**src/rtl/ifsel_pkg.sv**
```systemverilog
package ifsel_pkg;

  typedef enum logic {
    MODE_CLK_FIRST = 1'b0,
    MODE_EN_FIRST  = 1'b1
  } ifmode_e;

endpackage

```
**src/rtl/ifsel_sync.sv**
```systemverilog
module ifsel_sync #(
  parameter int WIDTH  = 2,
  parameter int STAGES = 2
) (
  input  logic             clk,
  input  logic             rst_n,
  input  logic [WIDTH-1:0] din,
  output logic [WIDTH-1:0] dout
);

  logic [WIDTH-1:0] chain [STAGES];

  always_ff @(posedge clk or negedge rst_n) begin
    if (!rst_n) chain[0] <= '0;
    else        chain[0] <= din;
  end

  for (genvar s = 1; s < STAGES; s++) begin : g_stage
    always_ff @(posedge clk or negedge rst_n) begin
      if (!rst_n) chain[s] <= '0;
      else        chain[s] <= chain[s-1];
    end
  end

  assign dout = chain[STAGES-1];

endmodule

```
**src/rtl/ifsel_holdoff.sv**
```systemverilog
module ifsel_holdoff #(
  parameter int HOLDOFF_CYCLES = 450
) (
  input  logic clk,
  input  logic rst_n,
  input  logic supply_good,
  output logic por_done
);

  localparam int CW = $clog2(HOLDOFF_CYCLES + 1);
  localparam logic [CW-1:0] LAST = CW'(HOLDOFF_CYCLES - 1);

  logic [CW-1:0] cnt;

  always_ff @(posedge clk or negedge rst_n) begin
    if (!rst_n) begin
      cnt      <= '0;
      por_done <= 1'b0;
    end else if (!supply_good) begin
      cnt      <= '0;
      por_done <= 1'b0;
    end else if (!por_done) begin
      if (cnt == LAST) por_done <= 1'b1;
      else             cnt      <= cnt + 1'b1;
    end
  end


  supply_clear_chk: assert property (@(posedge clk) disable iff (!rst_n)
    !supply_good |=> !por_done);

endmodule

```
**src/rtl/ifsel_race.sv**
```systemverilog
module ifsel_race
  import ifsel_pkg::*;
(
  input  logic    clk,
  input  logic    rst_n,
  input  logic    supply_good,
  input  logic    por_done,
  input  logic    sck_s,
  input  logic    sen_s,
  output logic    mode_valid,
  output ifmode_e mode
);

  logic sck_d, sen_d;
  logic sck_rise, sen_rise;

  // Previous-level registers track continuously, so a line that is
  // already high when the hold-off ends never looks like an edge.
  always_ff @(posedge clk or negedge rst_n) begin
    if (!rst_n) begin
      sck_d <= 1'b0;
      sen_d <= 1'b0;
    end else begin
      sck_d <= sck_s;
      sen_d <= sen_s;
    end
  end

  assign sck_rise = sck_s & ~sck_d;
  assign sen_rise = sen_s & ~sen_d;

  always_ff @(posedge clk or negedge rst_n) begin
    if (!rst_n) begin
      mode_valid <= 1'b0;
      mode       <= MODE_CLK_FIRST;
    end else if (!supply_good) begin
      mode_valid <= 1'b0;
      mode       <= MODE_CLK_FIRST;
    end else if (por_done && !mode_valid) begin
      if (sen_rise) begin
        mode_valid <= 1'b1;
        mode       <= MODE_EN_FIRST;
      end else if (sck_rise) begin
        mode_valid <= 1'b1;
        mode       <= MODE_CLK_FIRST;
      end
    end
  end


  sel_after_por_chk: assert property (@(posedge clk) disable iff (!rst_n)
    $rose(mode_valid) |-> $past(por_done));


  mode_lock_chk: assert property (@(posedge clk) disable iff (!rst_n)
    (mode_valid && supply_good) |=> (mode_valid && $stable(mode)));


  tie_enf_chk: assert property (@(posedge clk) disable iff (!rst_n)
    (supply_good && por_done && !mode_valid && sen_rise) |=> (mode == MODE_EN_FIRST));


  drop_clear_chk: assert property (@(posedge clk) disable iff (!rst_n)
    !supply_good |=> !mode_valid);

endmodule

```
**src/rtl/ifsel_mode_latch.sv**
```systemverilog
module ifsel_mode_latch
  import ifsel_pkg::*;
#(
  parameter int HOLDOFF_CYCLES = 450,
  parameter int SYNC_STAGES    = 2
) (
  input  logic clk,
  input  logic rst_n,
  input  logic supply_good,
  input  logic sck_i,
  input  logic sen_i,
  output logic mode_valid,
  output logic mode_enf,
  output logic clk_first_en,
  output logic en_first_en
);

  localparam int NLINES = 2;
  localparam int IDX_SCK = 0;
  localparam int IDX_SEN = 1;

  logic [NLINES-1:0] lines_raw, lines_s;
  logic              por_done;
  ifmode_e           mode;

  assign lines_raw[IDX_SCK] = sck_i;
  assign lines_raw[IDX_SEN] = sen_i;

  ifsel_sync #(.WIDTH(NLINES), .STAGES(SYNC_STAGES)) u_sync (
    .clk  (clk),
    .rst_n(rst_n),
    .din  (lines_raw),
    .dout (lines_s)
  );

  ifsel_holdoff #(.HOLDOFF_CYCLES(HOLDOFF_CYCLES)) u_holdoff (
    .clk        (clk),
    .rst_n      (rst_n),
    .supply_good(supply_good),
    .por_done   (por_done)
  );

  ifsel_race u_race (
    .clk        (clk),
    .rst_n      (rst_n),
    .supply_good(supply_good),
    .por_done   (por_done),
    .sck_s      (lines_s[IDX_SCK]),
    .sen_s      (lines_s[IDX_SEN]),
    .mode_valid (mode_valid),
    .mode       (mode)
  );

  assign mode_enf     = (mode == MODE_EN_FIRST);
  assign clk_first_en = mode_valid && (mode == MODE_CLK_FIRST);
  assign en_first_en  = mode_valid && (mode == MODE_EN_FIRST);


  valid_needs_por_chk: assert property (@(posedge clk) disable iff (!rst_n)
    !por_done |-> !mode_valid);


  eng_onehot_chk: assert property (@(posedge clk) disable iff (!rst_n)
    $onehot0({clk_first_en, en_first_en}));

endmodule

```
**config.mk**
```make
export PLATFORM = sky130hd
export DESIGN_NAME = ifsel_mode_latch
export DESIGN_NICKNAME = d
export VERILOG_FILES = /design/src/rtl/ifsel_pkg.sv /design/src/rtl/ifsel_sync.sv /design/src/rtl/ifsel_holdoff.sv /design/src/rtl/ifsel_race.sv /design/src/rtl/ifsel_mode_latch.sv
export SDC_FILE = /design/constraint.sdc
export NUM_CORES = 1
export LEC_CHECK = 0
export ABC_CLOCK_PERIOD_IN_PS = 1300
export BUFFER_PORTS_ARGS = -buffer_cell sky130_fd_sc_hd__buf_2
export CAP_MARGIN = 20
export CORE_ASPECT_RATIO = 1.5
export CORE_MARGIN = 2
export CORE_UTILIZATION = 38
export CTS_CLUSTER_DIAMETER = 100
export CTS_CLUSTER_SIZE = 8
export DETAILED_ROUTE_END_ITERATION = 12
export GPL_TIMING_DRIVEN = 1
export SLEW_MARGIN = 25
export SYNTH_ARGS = -nofsm -noshare
export SYNTH_HDL_FRONTEND = slang
export SYNTH_SLANG_ARGS = --single-unit
```
**constraint.sdc**
```tcl
create_clock -name clk -period 1.3 [get_ports clk]
set_input_delay 0.26 -clock clk [delete_from_list [all_inputs] [get_ports clk]]
set_output_delay 0.26 -clock clk [all_outputs]
set_load 0.01 [all_outputs]
```
==> results of run 1 <==
==> layout by cell type, fill, tap and decap left out, drive strengths merged, types with 2 or more instances in the layout <==
cell type  netlist  routed
a21oi            6       6
and4b            2       2
buf              1      19
clkbuf           0       4
dfrtp           18      18
ha               2       2
inv              5       5
mux2i            3       3
nand2            7       7
nand2b           5       5
nand3            2       2
nand4b           2       2
nor2             2       2
o21a             2       2
o31ai            2       2
or4              2       2
==> synth_stat cells <==
library cell  count  area share [%]
nor4b_1           1             1.1
nor2_1            2            0.94
o21ai_0           1            0.63
o31ai_1           2             1.9
a21boi_0          1            0.94
a31o_2            1             1.1
dfrtp_1          18              56
o21a_1            2             1.9
nand2_1           7             3.3
or4_1             2             1.9
nand4b_1          2             2.2
or3_1             1            0.78
mux2i_1           3             3.8
nor2b_1           1            0.78
nand2b_1          5             3.9
nor4_1            1            0.78
and4b_2           1             1.4
a211o_1           1             1.1
a21oi_1           6             3.8
ha_1              2             3.1
inv_1             5             2.3
nand3_1           2             1.3
and4b_1           1             1.3
a2111oi_0         1             1.1
xor2_1            1             1.1
and2_1            1            0.78
buf_2             1            0.63
==> cell type report <==
class | count | area [um2]
fillers | 180 | 956
flip-flops and latches | 18 | 455
multi-input cells | 48 | 372
repair buffers | 20 | 136
clock buffers | 4 | 36.3
well taps | 22 | 27.5
inverters | 5 | 18.8
==> worst max-delay path, stage by stage (launching register included) <==
cell      delay [ns]
dfrtp_1         0.42
ha_2            0.20
nand4b_1        0.13
or4_1           0.42
a21oi_1         0.14
==> sequential cells by signal, summed over array words and instances, names as in the netlist <==
register            cells
u_holdoff.cnt           9
u_sync.chain            2
u_sync.dout             2
u_holdoff.por_done      1
u_race.mode             1
u_race.mode_valid       1
u_race.sck_d            1
u_race.sen_d            1
==> layer usage <==
| layer | GRT usage [%] | up-vias |
|---|---|---|
| met2 | 24.1 | 13 |
| met3 | 1.81 | 5 |
| met1 | 16.5 | 308 |
| met4 | 10.1 | 0 |
| li1 | - | 302 |
| met5 | 0 | - |
==> timing repair <==
item / in CTS / in global routing
pin swaps: 6 / 4
resized for setup: 9 / 7
buffers inserted: 2 / 3
hold buffers: 1 / 0
endpoints found under the hold margin: 18 / 0
setup endpoints to repair: 6 / 9
==> path summary, 6_finish.rpt <==
kind	end	cells after the start	slack [ns]
hold reg to reg	u_sync.dout[1]	0	0.36
max in group asynchronous	u_holdoff.por_done	2	0.57
setup reg to reg	u_holdoff.cnt[8]	4	-0.07
min in group asynchronous	u_race.mode	2	0.41
setup / recovery	u_holdoff.cnt[8]	4	-0.07
hold / removal	u_sync.chain[2]	1	0.06
==> where the power goes <==
group	leakage [nW]	internal (mW)	switching, mW	total, mW
combinational	0.226	0.0379	0.0394	0.0773
clock	0.0210	0.171	0.179	0.350
sequential	0.228	0.577	0.0143	0.591
==> through the flow <==
| stage | area (um2) | hold WS (ns) | TNS (ns) | utilization (%) | total power [mW] |
|---|---|---|---|---|---|
| final | 1050 | 0.0586 | -0.156 | 52.3 | 1.02 |
| after global routing | 1050 | 0.0458 | -0.618 | 52.3 | 1.07 |
| after CTS | 1000 | 0.0605 | -0.115 | 50.0 | 1.02 |
| after detailed placement | 907 | 0.211 | -0.395 | 45.3 | 0.664 |
| after global placement | 907 | 0.207 | -0.211 | 45.3 | 0.662 |
| after floorplan | 800 | -0.0356 | -0.0543 | - | 0.630 |
==> cell families after synthesis <==
kind of cell               after synthesis  synth area share [%]
and+or+nand+nor                         27                  20.3
DFF                                     18                  56.3
AOI/OAI and AO/OA                       15                  12.4
buffers and inverters                    6                  2.97
muxes                                    3                  3.76
adders and majority gates                2                  3.13
xor gates and xnor gates                 1                  1.10
==> flow_metrics.py, run 1 <==
metrics = {
    "floorplan": {
        "die_w_um": 41.5,
        "core_area_mm2": 0.00200,
        "die_h_um": 60.2,
        "start_util_pct": 39.9,
        "die_area_mm2": 0.00249,
        "num_rows": 20,
        "num_io_pins": 9,
    },
    "flow_run": {
        "drv_cap": 0,
    },
    "finish": {
        "final_nets": 103,
        "drive_gt1_share_pct": 37.9,
        "final_cells": 117,
        "diodes": 0,
        "syn2layout_area_growth_pct": 30.8,
    },
    "status": {
        "status": "finished with violations",
        "violations": "negative setup slack",
    },
    "worst_setup_path": {
        "end_kind": "flip-flop",
        "cp.arrival_ns": 1.61,
        "worst-setup-path-type": "reg -> reg",
        "setup.worst_path.start": "u_holdoff.cnt[0]",
        "r2r_start": "u_holdoff.cnt[0]",
        "required_ns": 1.54,
        "cp-start-kind": "flip-flop",
        "worstPathMaxFanout": 4,
    },
    "timing": {
        "finClkSkew_ns": 0.00506,
        "rsz0062_at_grt": "true",
        "fin_crit_ns": 1.37,
        "report.final.slew_viol_count": 0,
        "min_period_over_period_pct": 106,
        "max_slew.worst_pin.slew_ns": 0.408,
        "setup_viol": 4,
        "setup_slack_ns": -0.0722,
        "hold_violations": 0,
        "relSlewSlack_pct": 72.8,
        "fmax_mhz": 729,
    },
    "route": {
        "met3_length_um": 44,
        "vias_per_cell": 5.37,
        "wirelength_met1_um": 680,
        "wl_per_cell_um": 13.6,
        "dr.pass1.iters": 4,
        "vias": 628,
        "drt-initial-drc-count": 19,
        "highest_layer": "met4",
        "postRouteAntennaNets": 0,
        "wl_met2_um": 827,
        "routed_wl_um": 1600,
        "drc": 0,
    },
    "clock_network": {
        "root_buffer": "clkbuf_4",
        "cts.sinks": 18,
        "cts_max_level": 1,
        "clk_latency_ns": 0.30,
        "cts_tree": "yes",
        "cts_buffers": 3,
        "clk_path_buf_depth": 2,
        "path_clk_slew_ns": 0.10,
    },
    "placed_design": {
        "post-place-ws_ns": -0.105,
        "place_congestion": 0.826,
        "hpwl_um": 1040,
        "io_buffers": 8,
        "dp.cells": 107,
    },
    "worst_hold_path": {
        "min_from": "sck_i",
        "hold_path_class": "in -> reg",
    },
    "synthesis": {
        "ys_types": 27,
        "synthesis.area_um2": 800,
        "yosys_warnings": 0,
        "syn_nets": 79,
        "synth_cells": 72,
        "ys_seq_area_share_pct": 56.3,
        "syn_avg_cell_area_um2": 11.1,
        "ys_ff_latch": 18,
    },
    "global_route": {
        "grt_first_pass_wirelength_um": 2620,
        "grt_max_degree": 19,
        "grt_overflow": 0,
        "grt_pass1_vias": 600,
        "grt.total_usage_pct": 14.2,
        "antenna_found_initial": 0,
    },
    "power": {
        "ir_worst_vdd_uv": 627,
        "p_leak_nw": 0.475,
        "power_density_mw_per_mm2": 974,
    },
}
Note: power is estimated with default switching activity, not from simulation.
==> run 2, diff against run 1 <==
Settings changed: CORE_ASPECT_RATIO 1.5 to unset, CORE_UTILIZATION 38 to 49, PLACE_DENSITY set to 0.71.
==> flow_metrics.py, run 2 (synthesis results as in run 1) <==
metrics = {
    "status": {
        "status": "finished with violations",
        "violations": "negative setup slack",
    },
    "clock_network": {
        "cts_buffers": 3,
        "cts.sinks": 18,
        "clk_latency_ns": 0.30,
        "path_clk_slew_ns": 0.10,
        "cts_tree": "yes",
        "root_buffer": "clkbuf_4",
        "clk_path_buf_depth": 2,
        "cts_max_level": 1,
    },
    "route": {
        "vias_per_cell": 5.54,
        "vias": 632,
        "dr.pass1.iters": 4,
        "routed_wl_um": 1560,
        "drt-initial-drc-count": 11,
        "postRouteAntennaNets": 0,
        "wl_per_cell_um": 13.6,
        "drc": 0,
    },
    "finish": {
        "final_common_cell": "dfrtp_1",
        "seq_area_um2": 454,
        "top_register": "u_holdoff.cnt",
        "diodes": 0,
        "drive_gt1_share_pct": 42.9,
        "final_cell_mix": "dfrtp_1 (15), buf_4 (13), buf_2 (8)",
        "final_nets": 106,
        "syn2layout_area_growth_pct": 33.6,
        "largest_register_ffs": 9,
        "fill_cells": 122,
        "finalInstanceArea_mm2": 0.00107,
        "multi_input_area_um2": 380,
    },
    "floorplan": {
        "die_w_um": 44.4,
        "num_rows": 14,
        "die_h_um": 44.4,
        "die_area_mm2": 0.00197,
        "start_util_pct": 52.5,
        "num_io_pins": 9,
        "core_area_mm2": 0.00152,
    },
    "placed_design": {
        "post-place-ws_ns": -0.0915,
        "place_congestion": 0.791,
        "hpwl_um": 985,
        "dpl_cell_area_um2": 907,
        "io_buffers": 8,
    },
    "worst_setup_path": {
        "crit_chain": "ha_2 > nand4b_1 > or4_1 > a21oi_2",
        "r2r_start": "u_holdoff.cnt[1]",
        "worst-setup-path-type": "reg -> reg",
        "crit_buf_inv": 0,
        "r2r-end": "u_holdoff.cnt[8]",
        "cp.arrival_ns": 1.62,
        "worstPathMaxFanout": 4,
        "end_kind": "flip-flop",
        "required_ns": 1.54,
        "rr_worst_depth": 4,
        "critPathMaxStageDelay_ns": 0.44,
        "cp_slowest_cell": "or4_1",
        "cp-start-kind": "flip-flop",
        "r2r_slack_ns": -0.08,
        "critPathTopFamily": "simple AND/OR/NAND/NOR gates",
    },
    "timing": {
        "finClkSkew_ns": 0.00626,
        "tns_ns": -0.215,
        "min_period_over_period_pct": 106,
        "relSlewSlack_pct": 74.8,
        "hold_violations": 0,
        "report.final.slew_viol_count": 0,
        "max_slew.worst_pin.slew_ns": 0.379,
        "setup_viol": 6,
        "rsz0062_at_grt": "true",
        "setup_slack_ns": -0.0791,
        "fin_crit_ns": 1.38,
        "holdWs_ns": 0.0679,
        "fmax_mhz": 725,
    },
    "power": {
        "p_leak_nw": 0.492,
        "total_power_mw": 1.02,
        "ir_worst_vdd_uv": 915,
        "power_density_mw_per_mm2": 956,
    },
    "worst_hold_path": {
        "hold_path_class": "in -> reg",
        "hold_depth": 1,
        "min_from": "sck_i",
        "min_delay_worst_endpoint": "u_sync.chain[2]",
    },
    "global_route": {
        "grt_overflow": 0,
        "grt.total_usage_pct": 19.6,
        "grt_max_degree": 19,
        "grt_first_pass_wirelength_um": 2600,
        "grt_pass1_vias": 592,
        "antenna_found_initial": 0,
    },
    "flow_run": {
        "drv_cap": 0,
    },
}
==> run 2: changes by cell type in the layout (fill, tap and decap cells not counted), sizes merged <==
cell | before | now
buf | 19 | 22
==> run 2: layer usage <==
metal  global-route usage (%)  vias up  wire length (um)
met5                        0        -                 0
met4                     13.9        0                47
met3                     6.12        7                70
met2                     28.5       15               759
met1                     24.5      302               679
li1                         -      308                 -
==> run 2: where the power goes <==
part | switching (mW) | internal, mW
logic | 0.0449 | 0.0505
clock network | 0.165 | 0.171
registers | 0.0135 | 0.577
total | 0.224 | 0.798
==> run 2: timing repair <==
action                                  CTS  global route
hold buffers                              1             0
gates resized for setup                   7            10
setup buffers                             2             5
endpoints found under the setup margin    6            10
cloned                                    0             0
hold endpoints to repair                 18             0
pin swaps                                 4             7
==> run 2: layout make-up <==
class	count	share of cell area (%)
sequential	18	42.5
multi-input combinational	48	35.6
timing repair buffer	23	14.9
clock buffer	4	3.40
tap	16	1.87
inverter	5	1.76
==> run 2: worst max-delay path by stage <==
stage / from / endpoint / slack [ns] / cells past startpoint
after floorplan: u_holdoff.cnt[0] / u_holdoff.cnt[8] / -0.05 / 4
after global placement: u_holdoff.cnt[0] / u_holdoff.cnt[2] / -0.03 / 4
after detailed placement: u_holdoff.cnt[1] / u_holdoff.cnt[0] / -0.09 / 5
after CTS: u_holdoff.cnt[1] / u_holdoff.cnt[8] / -0.05 / 4
after global routing: u_holdoff.cnt[1] / u_holdoff.cnt[8] / -0.17 / 4
final: u_holdoff.cnt[1] / u_holdoff.cnt[8] / -0.08 / 4
==> run 2: per-stage QoR <==
step | utilization, % | instances
2_1_floorplan | - | 72
3_3_place_gp | 59.5 | 102
3_5_place_dp | 59.5 | 102
4_1_cts | 65.4 | 109
5_1_grt | 70.1 | 114
6_report | 70.1 | 114
